## src/rtl/txlen_pkg.sv

```systemverilog
package txlen_pkg;
  typedef enum logic {
    ADDR_LO = 1'b0,
    ADDR_HI = 1'b1
  } txlen_addr_e;

  localparam int unsigned TXLEN_CNT_W  = 13;
  localparam int unsigned TXLEN_DATA_W = 8;
endpackage

```

## src/rtl/txlen_prog_reg.sv

```systemverilog
module txlen_prog_reg
  import txlen_pkg::*;
#(
  parameter int unsigned CNT_W  = TXLEN_CNT_W,
  parameter int unsigned DATA_W = TXLEN_DATA_W,
  parameter logic [CNT_W-1:0] RESET_LEN = 'h800
) (
  input  logic              clk,
  input  logic              rst_n,
  input  logic              wr_en,
  input  txlen_addr_e       addr,
  input  logic [DATA_W-1:0] wdata,
  output logic [CNT_W-1:0]  len_o
);
  localparam int unsigned HI_W = CNT_W - DATA_W;

  logic [DATA_W-1:0] stage_q;
  logic [CNT_W-1:0]  len_q;
  logic              unused_rsvd;

  // reserved upper bits of a high-byte write are discarded
  assign unused_rsvd = ^wdata[DATA_W-1:HI_W];

  always_ff @(posedge clk or negedge rst_n) begin
    if (!rst_n) begin
      stage_q <= '0;
      len_q   <= RESET_LEN;
    end else if (wr_en) begin
      if (addr == ADDR_LO) stage_q <= wdata;
      else                 len_q   <= {wdata[HI_W-1:0], stage_q};
    end
  end

  assign len_o = len_q;

  // a low-byte write alone leaves the committed length alone
  p_stage_hold_r2: assert property (@(posedge clk) disable iff (!rst_n)
    (wr_en && addr == ADDR_LO) |=> $stable(len_o));

  // low then high write yields low byte from the first write
  p_commit_pair_r2: assert property (@(posedge clk) disable iff (!rst_n)
    (wr_en && addr == ADDR_LO) ##1 (wr_en && addr == ADDR_HI)
      |=> len_o[DATA_W-1:0] == $past(wdata, 2));

  // no write, no change
  p_len_quiet_r10: assert property (@(posedge clk) disable iff (!rst_n)
    !wr_en |=> $stable(len_o));
endmodule

```

## src/rtl/txlen_down_counter.sv

```systemverilog
module txlen_down_counter
  import txlen_pkg::*;
#(
  parameter int unsigned CNT_W = TXLEN_CNT_W
) (
  input  logic             clk,
  input  logic             rst_n,
  input  logic             load,
  input  logic             dec,
  input  logic [CNT_W-1:0] load_val,
  output logic [CNT_W-1:0] count_o,
  output logic             last_o
);
  localparam logic [CNT_W-1:0] ONE = CNT_W'(1);

  logic [CNT_W-1:0] cnt_q;
  logic             at_zero;

  assign at_zero = (cnt_q == '0);

  always_ff @(posedge clk or negedge rst_n) begin
    if (!rst_n)                cnt_q <= '0;
    else if (load)             cnt_q <= load_val;
    else if (dec && !at_zero)  cnt_q <= cnt_q - ONE;
  end

  assign count_o = cnt_q;
  assign last_o  = (cnt_q == ONE);

  // load takes effect next cycle, even with a concurrent decrement
  p_load_r3: assert property (@(posedge clk) disable iff (!rst_n)
    load |=> count_o == $past(load_val));

  // single-step decrement
  p_dec_r4: assert property (@(posedge clk) disable iff (!rst_n)
    (dec && !load && count_o != '0) |=> count_o == $past(count_o) - ONE);

  // floor at zero
  p_floor_r5: assert property (@(posedge clk) disable iff (!rst_n)
    (dec && !load && count_o == '0) |=> count_o == '0);

  // counter idles without a strobe
  p_idle_r10: assert property (@(posedge clk) disable iff (!rst_n)
    (!dec && !load) |=> $stable(count_o));

  // a decrement from the last byte ends at zero
  p_last_to_zero_r6: assert property (@(posedge clk) disable iff (!rst_n)
    (last_o && dec && !load) |=> count_o == '0);
endmodule

```

## src/rtl/txlen_read_path.sv

```systemverilog
module txlen_read_path
  import txlen_pkg::*;
#(
  parameter int unsigned CNT_W  = TXLEN_CNT_W,
  parameter int unsigned DATA_W = TXLEN_DATA_W
) (
  input  logic              clk,
  input  logic              rst_n,
  input  logic              rd_en,
  input  txlen_addr_e       addr,
  input  logic              test_mode,
  input  logic [CNT_W-1:0]  len_i,
  input  logic [CNT_W-1:0]  count_i,
  output logic [DATA_W-1:0] rdata_o
);
  localparam int unsigned HI_W = CNT_W - DATA_W;

  logic [HI_W-1:0] shadow_q;
  logic [HI_W-1:0] hi_field;
  logic            snap;

  assign snap = rd_en && (addr == ADDR_LO) && !test_mode;

  always_ff @(posedge clk or negedge rst_n) begin
    if (!rst_n)    shadow_q <= '0;
    else if (snap) shadow_q <= count_i[CNT_W-1:DATA_W];
  end

  assign hi_field = test_mode ? len_i[CNT_W-1:DATA_W] : shadow_q;

  always_comb begin
    if (addr == ADDR_LO)
      rdata_o = test_mode ? len_i[DATA_W-1:0] : count_i[DATA_W-1:0];
    else
      rdata_o = DATA_W'(hi_field);
  end

  // low read followed by high read returns the snapshot taken at the low read
  p_snapshot_r9: assert property (@(posedge clk) disable iff (!rst_n)
    snap ##1 (rd_en && addr == ADDR_HI && !test_mode)
      |-> rdata_o == DATA_W'($past(count_i[CNT_W-1:DATA_W])));

  // test-mode reads track the programmed length
  p_test_read_r8: assert property (@(posedge clk) disable iff (!rst_n)
    (rd_en && test_mode && addr == ADDR_LO) |-> rdata_o == len_i[DATA_W-1:0]);

  // reserved read bits are zero
  p_hi_pad_r7: assert property (@(posedge clk) disable iff (!rst_n)
    (rd_en && addr == ADDR_HI) |-> (rdata_o >> HI_W) == '0);
endmodule

```

## src/rtl/tx_frame_len_counter.sv

```systemverilog
module tx_frame_len_counter
  import txlen_pkg::*;
#(
  parameter int unsigned CNT_W  = TXLEN_CNT_W,
  parameter int unsigned DATA_W = TXLEN_DATA_W,
  parameter logic [CNT_W-1:0] RESET_LEN = 'h800
) (
  input  logic              clk,
  input  logic              rst_n,
  input  logic              reg_wr,
  input  logic              reg_rd,
  input  logic              reg_addr,
  input  logic [DATA_W-1:0] reg_wdata,
  output logic [DATA_W-1:0] reg_rdata,
  input  logic              test_mode,
  input  logic              frame_start,
  input  logic              byte_sent,
  output logic [CNT_W-1:0]  remaining,
  output logic              last_byte
);
  txlen_addr_e      addr;
  logic [CNT_W-1:0] prog_len;
  logic [CNT_W-1:0] live_cnt;

  assign addr = txlen_addr_e'(reg_addr);

  txlen_prog_reg #(
    .CNT_W     (CNT_W),
    .DATA_W    (DATA_W),
    .RESET_LEN (RESET_LEN)
  ) u_prog (
    .clk   (clk),
    .rst_n (rst_n),
    .wr_en (reg_wr),
    .addr  (addr),
    .wdata (reg_wdata),
    .len_o (prog_len)
  );

  txlen_down_counter #(
    .CNT_W (CNT_W)
  ) u_cnt (
    .clk      (clk),
    .rst_n    (rst_n),
    .load     (frame_start),
    .dec      (byte_sent),
    .load_val (prog_len),
    .count_o  (live_cnt),
    .last_o   (last_byte)
  );

  txlen_read_path #(
    .CNT_W  (CNT_W),
    .DATA_W (DATA_W)
  ) u_rd (
    .clk       (clk),
    .rst_n     (rst_n),
    .rd_en     (reg_rd),
    .addr      (addr),
    .test_mode (test_mode),
    .len_i     (prog_len),
    .count_i   (live_cnt),
    .rdata_o   (reg_rdata)
  );

  assign remaining = live_cnt;

  // register writes never move the live count
  p_write_no_count_r10: assert property (@(posedge clk) disable iff (!rst_n)
    (reg_wr && !frame_start && !byte_sent) |=> $stable(remaining));
endmodule

```

## config.mk

```make
export PLATFORM = sky130hd
export DESIGN_NAME = tx_frame_len_counter
export DESIGN_NICKNAME = d
export VERILOG_FILES = /design/src/rtl/txlen_pkg.sv /design/src/rtl/txlen_prog_reg.sv /design/src/rtl/txlen_down_counter.sv /design/src/rtl/txlen_read_path.sv /design/src/rtl/tx_frame_len_counter.sv
export SDC_FILE = /design/constraint.sdc
export NUM_CORES = 1
export LEC_CHECK = 0
export ABC_CLOCK_PERIOD_IN_PS = 3450
export BUFFER_PORTS_ARGS = -buffer_cell sky130_fd_sc_hd__buf_4
export CORE_AREA = 5 5 78 80
export CTS_CLUSTER_SIZE = 16
export DETAILED_ROUTE_END_ITERATION = 7
export DIE_AREA = 0 0 83 85
export HOLD_SLACK_MARGIN = 0.02
export PLACE_DENSITY = 0.63
export SETUP_SLACK_MARGIN = 0.3
export SLEW_MARGIN = 5
export SYNTH_ARGS = -nofsm -noshare
export SYNTH_HDL_FRONTEND = slang
export SYNTH_SLANG_ARGS = --single-unit
```

## constraint.sdc

```tcl
create_clock -name clk -period 3.45 [get_ports clk]
set_input_delay 0.69 -clock clk [delete_from_list [all_inputs] [get_ports clk]]
set_output_delay 0.69 -clock clk [all_outputs]
set_load 0.01 [all_outputs]
```

### Word-level counts from Yosys, hierarchy flattened

Index checks and enable logic that the tools add are counted.

| word-level totals | value |
|---|---|
| flip-flop bits (word level) | 39 |
| bits in latches | 0 |
| bits in writable memories | 0 |
| bits in read-only memories | 0 |
| output and inout bits | 22 |
| memories kept | 0 |

| cells by class | value |
|---|---|
| add/sub/neg operators | 1 |
| multipliers | 0 |
| divide/modulo/power cells | 0 |
| order comparisons | 0 |
| eq/ne operators | 1 |
| shifts and indexed selects | 0 |
| muxes and demuxes | 5 |
| bitwise logic cells | 1 |
| reduce and logical (&&, ||, !) cells | 9 |

Operators by type and width:

| operator | count |
|---|---|
| $mux W13 | 2 |
| $mux W8 | 2 |
| $eq A13 B1 Y1 const B | 1 |
| $logic_not A13 Y1 | 1 |
| $sub A13 B1 Y13 const B | 1 |
| $mux W5 | 1 |
| $reduce_and A2 Y1 | 2 |
| $logic_and A1 B1 Y1 | 3 |
| $logic_not A1 Y1 | 2 |
| $reduce_bool A2 Y1 | 1 |
| $not A1 Y1 | 1 |

### Longest topological paths before layout

Gate-level depths: netlist (run 1).

| depth | value |
|---|---|
| depth in word-level cells | 5 |
| mapped depth | 6 |
| depth with buffers taken out | 6 |

### Hierarchy

A second synthesis (run 1) with hierarchy kept.

| unflattened totals | value |
|---|---|
| cells, all modules | 170 |
| area total of the unflattened synthesis | 2120.8 um^2 |

Modules (own cells, without submodules):

| module | times used | cells an instance | area each (um^2) | sequential area each (um^2) |
|---|---|---|---|---|
| txlen_prog_reg | 1 | 46 | 865.8 | 526.8 |
| txlen_down_counter | 1 | 100 | 859.6 | 325.3 |
| txlen_read_path | 1 | 24 | 395.4 | 125.1 |

### Least setup slack after synthesis (run 1)

OpenSTA, ideal clock, no wires.

| timing | value |
|---|---|
| path kind | input-to-output |
| start | input test_mode |
| end | output reg_rdata[0] |
| arrival time | 1.702 ns |
| required time | 2.760 ns |
| setup slack | 1.058 ns |
| stages | 2 |
| path buffers | 1 |
| cells stage by stage | clkbuf_1 -> mux4_2 |

| on the way | value |
|---|---|
| longest elaborated chain between the ends | 2 |

RTL lines:

| what | RTL line | source |
|---|---|---|
| start: declaration | tx_frame_len_counter.sv:15 | `input logic test_mode,` |
| $mux W8 / $mux W5 (equally long branches) | txlen_read_path.sv:33, txlen_read_path.sv:29 |  |
| $mux W8 (*) | txlen_read_path.sv:32 | `if (addr == ADDR_LO)` |
| end: declaration | tx_frame_len_counter.sv:14 | `output logic [DATA_W-1:0] reg_rdata,` |

Every way passes the cells marked *; elsewhere a longest branch is shown, timed or not.

### Worst setup path after layout (run 1)

| timing | value |
|---|---|
| start | register u_cnt.cnt_q[10], in the netlist u_cnt.count_o[10] |
| end | output last_byte |

| on the way | value |
|---|---|
| longest elaborated chain between the ends | 1 |

RTL lines:

| what | RTL line | source |
|---|---|---|
| start: declaration | txlen_down_counter.sv:16 | `logic [CNT_W-1:0] cnt_q;` |
| start signal: assignment | txlen_down_counter.sv:23 | `else if (load) cnt_q <= load_val;` |
| start signal: assignment | txlen_down_counter.sv:24 | `else if (dec && !at_zero) cnt_q <= cnt_q - ONE;` |
| $eq A13 B1 Y1 | txlen_down_counter.sv:28 | `assign last_o = (cnt_q == ONE);` |
| end: declaration | tx_frame_len_counter.sv:19 | `output logic last_byte` |

No other way between the ends.

==> results summary, run 1 <==
The initial antenna violation count came to 0. The category of the worst setup path launch point is a flip-flop. The residual antenna-violating net count after detailed routing came out at 0.

The register bit count reported by yosys came out at 39. Compared with the post-synthesis result, the final layout area differs by 21.5%. After synthesis, the share of flip-flops with an asynchronous set or reset is 100%. The kind of capture point of the worst setup path is an output port. The global-route track usage on met1 is around a fifth. Summed over all layers, the global routing overflow is 0. The number of port buffers came out at 37. The buffer cell driving the clock tree root is clkbuf_8. In the routed design, unresolved DRC markers number 0. The number of DRC markers in iteration 0 came out at 97. The flow ran to the end, and the final reports show no timing, DRC or antenna violations. The highest achievable clock rate came out at around 380 MHz. The post-cts resize count is 0. The layer flagged by global routing as most heavily used is met2. In the final layout, the share of cells above drive strength 1 is about 34%. After clock tree synthesis, the clock-pin slew on the worst setup and hold paths is about 0.070 ns.

By area, the combinational part of the netlist is dominated by multiplexers. The clock buffer count from CTS came out at 5. The die outline width is approximately 83 um. The number of setup buffers added after CTS is 0.

Counting both buffers and inverters, the worst setup path holds a total of 1. The worst endpoint required time came out at 2.76 ns. The slowest library cell on the worst path is or4_1. The top-level I/O count is 38. The clock tree buffer depth is 2. The mux contribution to synthesized area is between 15 and 20%. The number of buffers inserted by hold repair at cts is 0. The number of antenna diodes is 0. The synthesized design contains 0 enable-type register cells. In this run, distinct cell masters in the synthesized netlist total between 40 and 50. The synthesized netlist occupies a cell area of between 2000 and 2500 sq um. The clock drives 39 sinks.

Sequential elements use roughly half of the synthesized area. The final setup TNS came out at 0 ns. The clock period could shrink to 2.61 ns. The synthesized netlist devotes 9.75% of its cell area to compound gates. The setup slack of the critical path after layout is about 0.84 ns. The worst slew margin relative to its limit came out at 46.1%. The number of nets produced by synthesis came out at roughly 210.

Max-cap violations in this run came to 0. The final period utilization came out at between 70% and 80%. The highest net fanout along the worst path is 7. On the final layout, the worst clock skew is ~0.0077 ns. Walking the worst path, the cells encountered are or4_1 > nor4b_1 > buf_4. The detailed-route via count is ~1600.

The number of endpoints with negative hold slack in the final report came out at 0. Across every metal layer, demand over resource in global routing totals between 10% and 20%. The die covers 7060 sq um.

The wire length of the first global-routing pass came out at 7960 um. The synthesized netlist devotes about 1.9% of its cell area to adder and majority cells. The number of iterations in the first detailed-routing pass is 4. The met2 usage in global routing is a little over a fifth.

The met3 routing resource usage after global routing came out at roughly 3.5%. The core region area came out at 5340 sq um. The simple-gate share of the synthesized area came out at between 10% and 20%.

The count of filler cells inserted in the layout came out at ~540. Dividing the detail-routed via count by the number of cells gives 5.27. The family with the most delay on the worst path is simple AND/OR/NAND/NOR gates. The detailed placer's ending HPWL is 3340 um. The largest net degree at the start of global routing came out at 40. The tightest min-delay check is of the input port to async pin type. The pre-CTS worst setup slack came out at 1.14 ns. Across the whole layout, storage elements account for between 900 and 1000 sq um. For the pin with the worst max-slew slack, the measured transition is just over 0.8 ns.

The post-synthesis instance total is 186. Setup repair after global routing left no endpoint under its margin. TritonCTS built the clock tree. For this run, the leading register cell type out of synthesis is dfrtp_1. The area share of xor/xnor cells in the synthesized design came out at 1.30%.

The average wire per cell in the routed design came out at 15.5 um. By startpoint and endpoint, the worst setup path is classified as flip-flop to output port. The setup violation total in the final timing report came out at 0. In this run the vertical extent of the chip is approximately 85 um. The layout net count is roughly 240.

The warning count from the yosys run came out at 0. The final weighted congestion of routability-driven global placement came out at about 0.8. The power per cell area is around 560 nW/um^2. The worst endpoint data arrival time came out at 1.92 ns. The final routed wirelength across all metal layers came out at around 4600 um. The standard-cell row count came out at 27.

The count of final max-slew check failures came out at 0. The number of cells traversed by the worst register-to-register path came out at 4. The latest clock arrival within the worst-skew pair is just under 0.3 ns. Summing all multi-input logic gate instances after layout gives between 900 and 1000 sq um. The static power due to leakage is ~0.0011 uW.

The maximum cell stage delay along the critical path is a little over 0.7 ns. The mean instance size in the synthesized netlist came out at approximately 11 sq um. The critical path depth in cells came out at 3. The via count of the first global-routing pass is roughly 1600.

The highest ir drop seen on vdd is roughly 0.00031 V. The H-tree was split into 2 levels. The starting density of the core is a little under two fifths.
[path summary, 6_finish.rpt]
path                                   start  slack [ns]                end
max                        u_cnt.count_o[10]        0.84          last_byte
min                                    rst_n        0.36  u_prog.stage_q[5]
max reg2reg                u_cnt.count_o[10]        1.36   u_cnt.count_o[1]
min reg2reg                u_prog.stage_q[4]        0.47  u_prog.stage_q[4]
max in group asynchronous              rst_n        2.72   u_prog.len_o[11]
min in group clk           u_prog.stage_q[4]        0.47  u_prog.stage_q[4]
[registers in the layout (all words and copies together), names as in the netlist]
name            count
u_rd.shadow_q       5
u_prog.len_o       13
u_cnt.count_o      13
u_prog.stage_q      8
[layout make-up]
cell class                      instances  area share, %
Multi-Input combinational cell        132           40.3
Sequential cell                        39           39.7
Timing Repair Buffer                   38           11.6
Tap cell                               72           3.66
Clock buffer                            7           3.51
Inverter                                7           1.07
Clock inverter                          1          0.203
[synthesized netlist by cell type (all sizes together), types with 2 or more instances]
cell type  instances  area [sq um]
clkbuf             5          18.8
nand2b             2          12.5
buf                3          12.5
dfrtp             38           951
or4                5          37.5
ha                 3          37.5
mux4               5           113
nor4               2          18.8
nor3b              2          15.0
mux2i              3          30.0
nor2              11          41.3
o31ai              3          22.5
nand2             35           131
nand4              3          18.8
a31oi              4          25.0
or2                2          12.5
nor2b              2          12.5
nand3              4          20.0
mux2              20           225
inv                6          22.5
xor2               2          17.5
o21ai              5          25.0
nor4b              2          17.5
o211ai             2          20.0
a21oi              2          10.0
[per-stage QoR]
step	cells	utilization, %	total power [uW]	cell area (sq um)	hold WS [ns]
floorplan	186	-	886	2030	0.394
global placement	288	44.4	1070	2370	0.456
detailed placement	288	44.4	1070	2370	0.459
CTS	296	46.1	1390	2460	0.383
global route	296	46.1	1470	2460	0.397
finish	296	46.1	1370	2460	0.364
[cell families after synthesis]
kind of cell	after synthesis
adders and majority gates	3
buffers and inverters	15
xor gates and xnor gates	3
AOI/OAI and AO/OA	25
DFF	39
muxes	28
and+or+nand+nor	73
[power breakdown]
| part | switching (uW) | internal (uW) |
|---|---|---|
| Combinational | 197 | 215 |
| Clock | 155 | 161 |
| Sequential | 97.6 | 548 |
[routing by layer]
layer  wire length (um)  up-vias
li1                   -      749
met4                 41        0
met2               2110       47
met5                  0        -
met1               2170      759
met3                253        5
[cell usage in the layout, fill, tap and decap left out, types with 2 or more instances in the layout]
cell	synthesis	final
a21oi_1	2	2
a31oi_1	4	4
buf_4	0	38
clkbuf_8	0	6
dfrtp_1	38	38
ha_1	3	3
inv_1	6	6
mux2_2	20	20
mux2i_1	3	3
mux4_2	5	5
nand2_1	35	35
nand2b_1	2	2
nand3_1	4	4
nand4_1	3	3
nor2_1	11	11
nor2b_1	2	2
nor3b_1	2	2
nor4b_1	2	2
o21ai_0	3	3
o21ai_1	2	2
o31ai_1	3	3
or2_2	2	2
or4_1	5	5
xor2_1	2	2
No activity file was read; power rests on OpenSTA's default activity.
==> run 2: changes to the inputs <==
--- a/config.mk
+++ b/config.mk
@@ -5,14 +5,15 @@
 export SDC_FILE = /design/constraint.sdc
 export NUM_CORES = 1
 export LEC_CHECK = 0
-export ABC_CLOCK_PERIOD_IN_PS = 3450
+export ABC_AREA = 1
+export ABC_CLOCK_PERIOD_IN_PS = 2200
 export BUFFER_PORTS_ARGS = -buffer_cell sky130_fd_sc_hd__buf_4
-export CORE_AREA = 5 5 78 80
+export CORE_AREA = 5 5 80 82
 export CTS_CLUSTER_SIZE = 16
 export DETAILED_ROUTE_END_ITERATION = 7
-export DIE_AREA = 0 0 83 85
+export DIE_AREA = 0 0 85 87
 export HOLD_SLACK_MARGIN = 0.02
-export PLACE_DENSITY = 0.63
+export PLACE_DENSITY = 0.65
 export SETUP_SLACK_MARGIN = 0.3
 export SLEW_MARGIN = 5
 export SYNTH_ARGS = -nofsm -noshare
==> constraint.sdc (replaced) <==
create_clock -name clk -period 2.2 [get_ports clk]
set_input_delay 0.44 -clock clk [delete_from_list [all_inputs] [get_ports clk]]
set_output_delay 0.44 -clock clk [all_outputs]
set_load 0.01 [all_outputs]
==> results summary, run 2 <==
The met3 routing resource usage after global routing was 5.20% (was 3.50%). The global-route track usage on met1 came out at 21.1% (was 19.7%). The register bit count reported by yosys came out at 39 (unchanged).

The detailed placer's ending HPWL came out at 4150 um (was 3340 um). The final routed wirelength across all metal layers is 5640 um (was 4580 um). Outcome: finished clean (unchanged).

The distinct cell type count after synthesis came out at 26 (was 44). The worst slew margin relative to its limit is 58.5% (was 46.1%). The height of the die was 87 um (was 85 um). The number of iterations in the first detailed-routing pass is 4 (unchanged). The area of the die is 7400 sq um (was 7060 sq um). The number of clock sinks was 39 (unchanged). The met2 usage in global routing came out at 24.7% (was 21.0%). The final critical path time including I/O delays and setup came out at roughly 1.8 ns.

The number of port buffers is 37 (unchanged). The count of final max-slew check failures came out at 0 (unchanged). The post-synthesis instance total is 276 (was 186). The async set-or-reset flop fraction in the synthesized netlist came out at 100% (unchanged). The setup violation total in the final timing report came out at 0 (unchanged). The library cell used most frequently in the layout, excluding fill and tap cells, is nand2_1.

The filler-free cell count of the finished design came out at 397 (was 296). The clock-pin slew of the registers on the worst-case setup and hold paths is 0.08 ns (was 0.07 ns). Unrepaired setup endpoints after global routing: no (unchanged). The starting density of the core came out at 37.9% (was 38.0%). The via count of the first global-routing pass is 1902 (was 1608). The dominant cell type by area after synthesis is dfrtp_1 (unchanged).

The number of endpoints with negative hold slack in the final report is 0 (unchanged). The worst hold-check path type is input port to async pin (unchanged). The residual antenna-violating net count after detailed routing came out at 0 (unchanged). The part of the power in registers was 41.6% (was 47.0%).

The cell with the most instances after synthesis is nand2_1 (was dfrtp_1). The DRC violations left came out at 0 (unchanged). The final setup TNS is 0 ns (unchanged). The minimum hold slack came out at 0.106 ns (was 0.364 ns). The number of nets produced by synthesis came out at 295 (was 205).

Commonest cells in the netlist: nand2_1 (81), dfrtp_1 (38), o21ai_0 (34) (was dfrtp_1 (38), nand2_1 (35), mux2_2 (20)). The dominant register cell in the synthesized netlist is dfrtp_1 (unchanged). The cell area after synthesis was 2150 sq um (was 2030 sq um).

The highest achievable clock rate came out at roughly 540 MHz. The power per cell area is 913 nW/um^2 (was 558 nW/um^2). Synth top area cells: dfrtp_1 (44%), nand2_1 (14%), o21ai_0 (7.9%) (was dfrtp_1 (47%), mux2_2 (11%), nand2_1 (6.5%)). The number of DRC markers in iteration 0 came to 157 (was 97). The type of the worst setup path was flip-flop to output port (unchanged). The final cell utilization of the core is 47.4% (was 46.1%). The worst endpoint required time was 1.76 ns (was 2.76 ns). The core region area is 5680 sq um (was 5340 sq um). The worst-case clock skew is 0.00747 ns (was 0.00768 ns). The largest net degree at the start of global routing is 40 (unchanged). The standard-cell row count is 28 (was 27). The number of flops mapped to enable cells by yosys came to 0 (unchanged).

The count of placed standard cells including taps is 382 (was 288). The clock tree buffer depth is 2 (unchanged). The latest clock arrival within the worst-skew pair came to 0.30 ns (was 0.29 ns).

The warning count from the yosys run is 0 (unchanged). The worst endpoint data arrival time is 1.40 ns (was 1.92 ns). Most used cells in the layout excluding fill and tap cells: nand2_1 (80), buf_4 (46), o21ai_0 (34) (was buf_4 (38), dfrtp_1 (38), nand2_1 (35)). The kind of capture point of the worst setup path is an output port (unchanged).

The buffer cell driving the clock tree root is clkbuf_8 (unchanged). The top-level I/O count is 38 (unchanged). The mean instance size in the synthesized netlist is 7.80 sq um (was 10.9 sq um).

The global-route usage over all layers came out at 15.8% (was 13.9%). The wire length of the first global-routing pass came out at 9290 um (was 7960 um). The busiest metal layer after global routing is met2 (unchanged). The power dissipated by switching net loads was 888 uW (was 450 uW). The detailed-route vias per instance is 4.94 (was 5.27). The highest net fanout along the worst path is 5 (was 7). The layout net count came out at 340 (was 242). The layout overhead on the synthesized area was 24.9% (was 21.5%). The worst reg2reg path startpoint is u_cnt.count_o[0] (was u_cnt.count_o[10]). The count of max-cap constraint violations came out at 0 (unchanged). The proportion of netlist area held by the largest area contributor came out at 44.2% (was 46.9%).

The highest ir drop seen on vdd came out at 0.000508 V (was 0.000311 V). The initial antenna violation count came out at 0 (unchanged). The CTS tree is built (unchanged). The category of the worst setup path launch point is a flip-flop (unchanged).

The final weighted congestion of routability-driven global placement is 0.837 (was 0.795). The final global-route overflow total came to 0 (unchanged). The detailed-route via count came out at 1963 (was 1560). The part of the total power dissipated in the clock network came out at 24.8% (was 23.0%). The average wire per cell in the routed design is 14.2 um (was 15.5 um). The part of the total power dissipated in combinational logic came to 33.6% (was 30.0%). The final period utilization is between 80% and 90%. The number of antenna diodes was 0 (unchanged).

The clock buffer count from CTS came to 5 (unchanged). The setup slack of the worst register-to-register path came out at 0.57 ns (was 1.36 ns). The switching power share of the total came to 36.2% (was 32.7%). The H-tree depth reported by CTS came out at 2 (unchanged).

The proportion of layout cells with a drive suffix above 1 is 29.2% (was 33.9%). The start point of the critical path was u_cnt.count_o[9] (was u_cnt.count_o[10]). The die outline width is 85 um (was 83 um). The internal power component came to 1570 uW (was 925 uW). The sequential share of the synthesized area is 45.4% (was 48.2%). The static power due to leakage is 0.00133 uW (was 0.00111 uW). The pin slew with the least headroom to its limit is 0.621 ns (was 0.806 ns).
[run 2: power by group through the flow]
stage / clock network, uW / registers (uW) / logic (uW)
after floorplan: 0 / 1010 / 452
after global placement: 0 / 1040 / 722
after detailed placement: 0 / 1040 / 735
after CTS: 610 / 1020 / 755
after global routing: 649 / 1040 / 939
final: 608 / 1020 / 826
[run 2: critical path, cell delays in order, from the launching register on]
cell and delay [ns]:
dfrtp_2 0.46, nor2_2 0.17, nand2_2 0.10, nor4_2 0.22
buf_4 0.16
[run 2: area by class of cell]
cell class	count	area, sq um
Clock inverter	2	37.5
Multi-Input combinational cell	202	1050
Fill cell	581	2990
Timing Repair Buffer	46	345
Tap cell	75	93.8
Clock buffer	6	72.6
Inverter	27	103
Sequential cell	39	986
[run 2: what timing repair did]
item / in CTS / in global routing
gates resized for setup: 3 / 12
pin swaps: 0 / 1
hold buffers: 0 / 0
cloned: 0 / 0
endpoints found under the setup margin: 2 / 3
setup buffers: 1 / 6
[run 2: logic make-up after synthesis]
group / count (synthesis) / share of synthesized area (%)
simple gates: 136 / 27.5
mux: 10 / 5.23
flops: 39 / 45.4
buf+inv: 35 / 6.80
fa+ha+maj: 3 / 1.74
compound gates: 53 / 13.4
[run 2: layer usage]
| metal | share of wire [%] | up-vias |
|---|---|---|
| met1 | 46 | 904 |
| met5 | 0 | - |
| met4 | 1.3 | 0 |
| met3 | 6.7 | 8 |
| met2 | 46 | 59 |
| li1 | - | 992 |
[run 2: worst paths after layout]
check                                          to  cells after the start
worst max-delay path                    last_byte                      4
max in group asynchronous        u_cnt.count_o[9]                      1
worst max register to register   u_cnt.count_o[4]                     10
worst min-delay path            u_cnt.count_o[12]                      1
worst min register to register   u_rd.shadow_q[3]                      2
min in group clk                u_prog.stage_q[7]                      2
[run 2: stage by stage]
| step | cell area, sq um | power [uW] | worst slack, ns |
|---|---|---|---|
| 2_1_floorplan | 2150 | 1460 | 0.570 |
| 3_5_place_dp | 2490 | 1780 | 0.298 |
| 3_3_place_gp | 2490 | 1760 | 0.361 |
| 5_1_grt | 2690 | 2630 | 0.287 |
| 4_1_cts | 2620 | 2390 | 0.301 |
| 6_report | 2690 | 2460 | 0.360 |
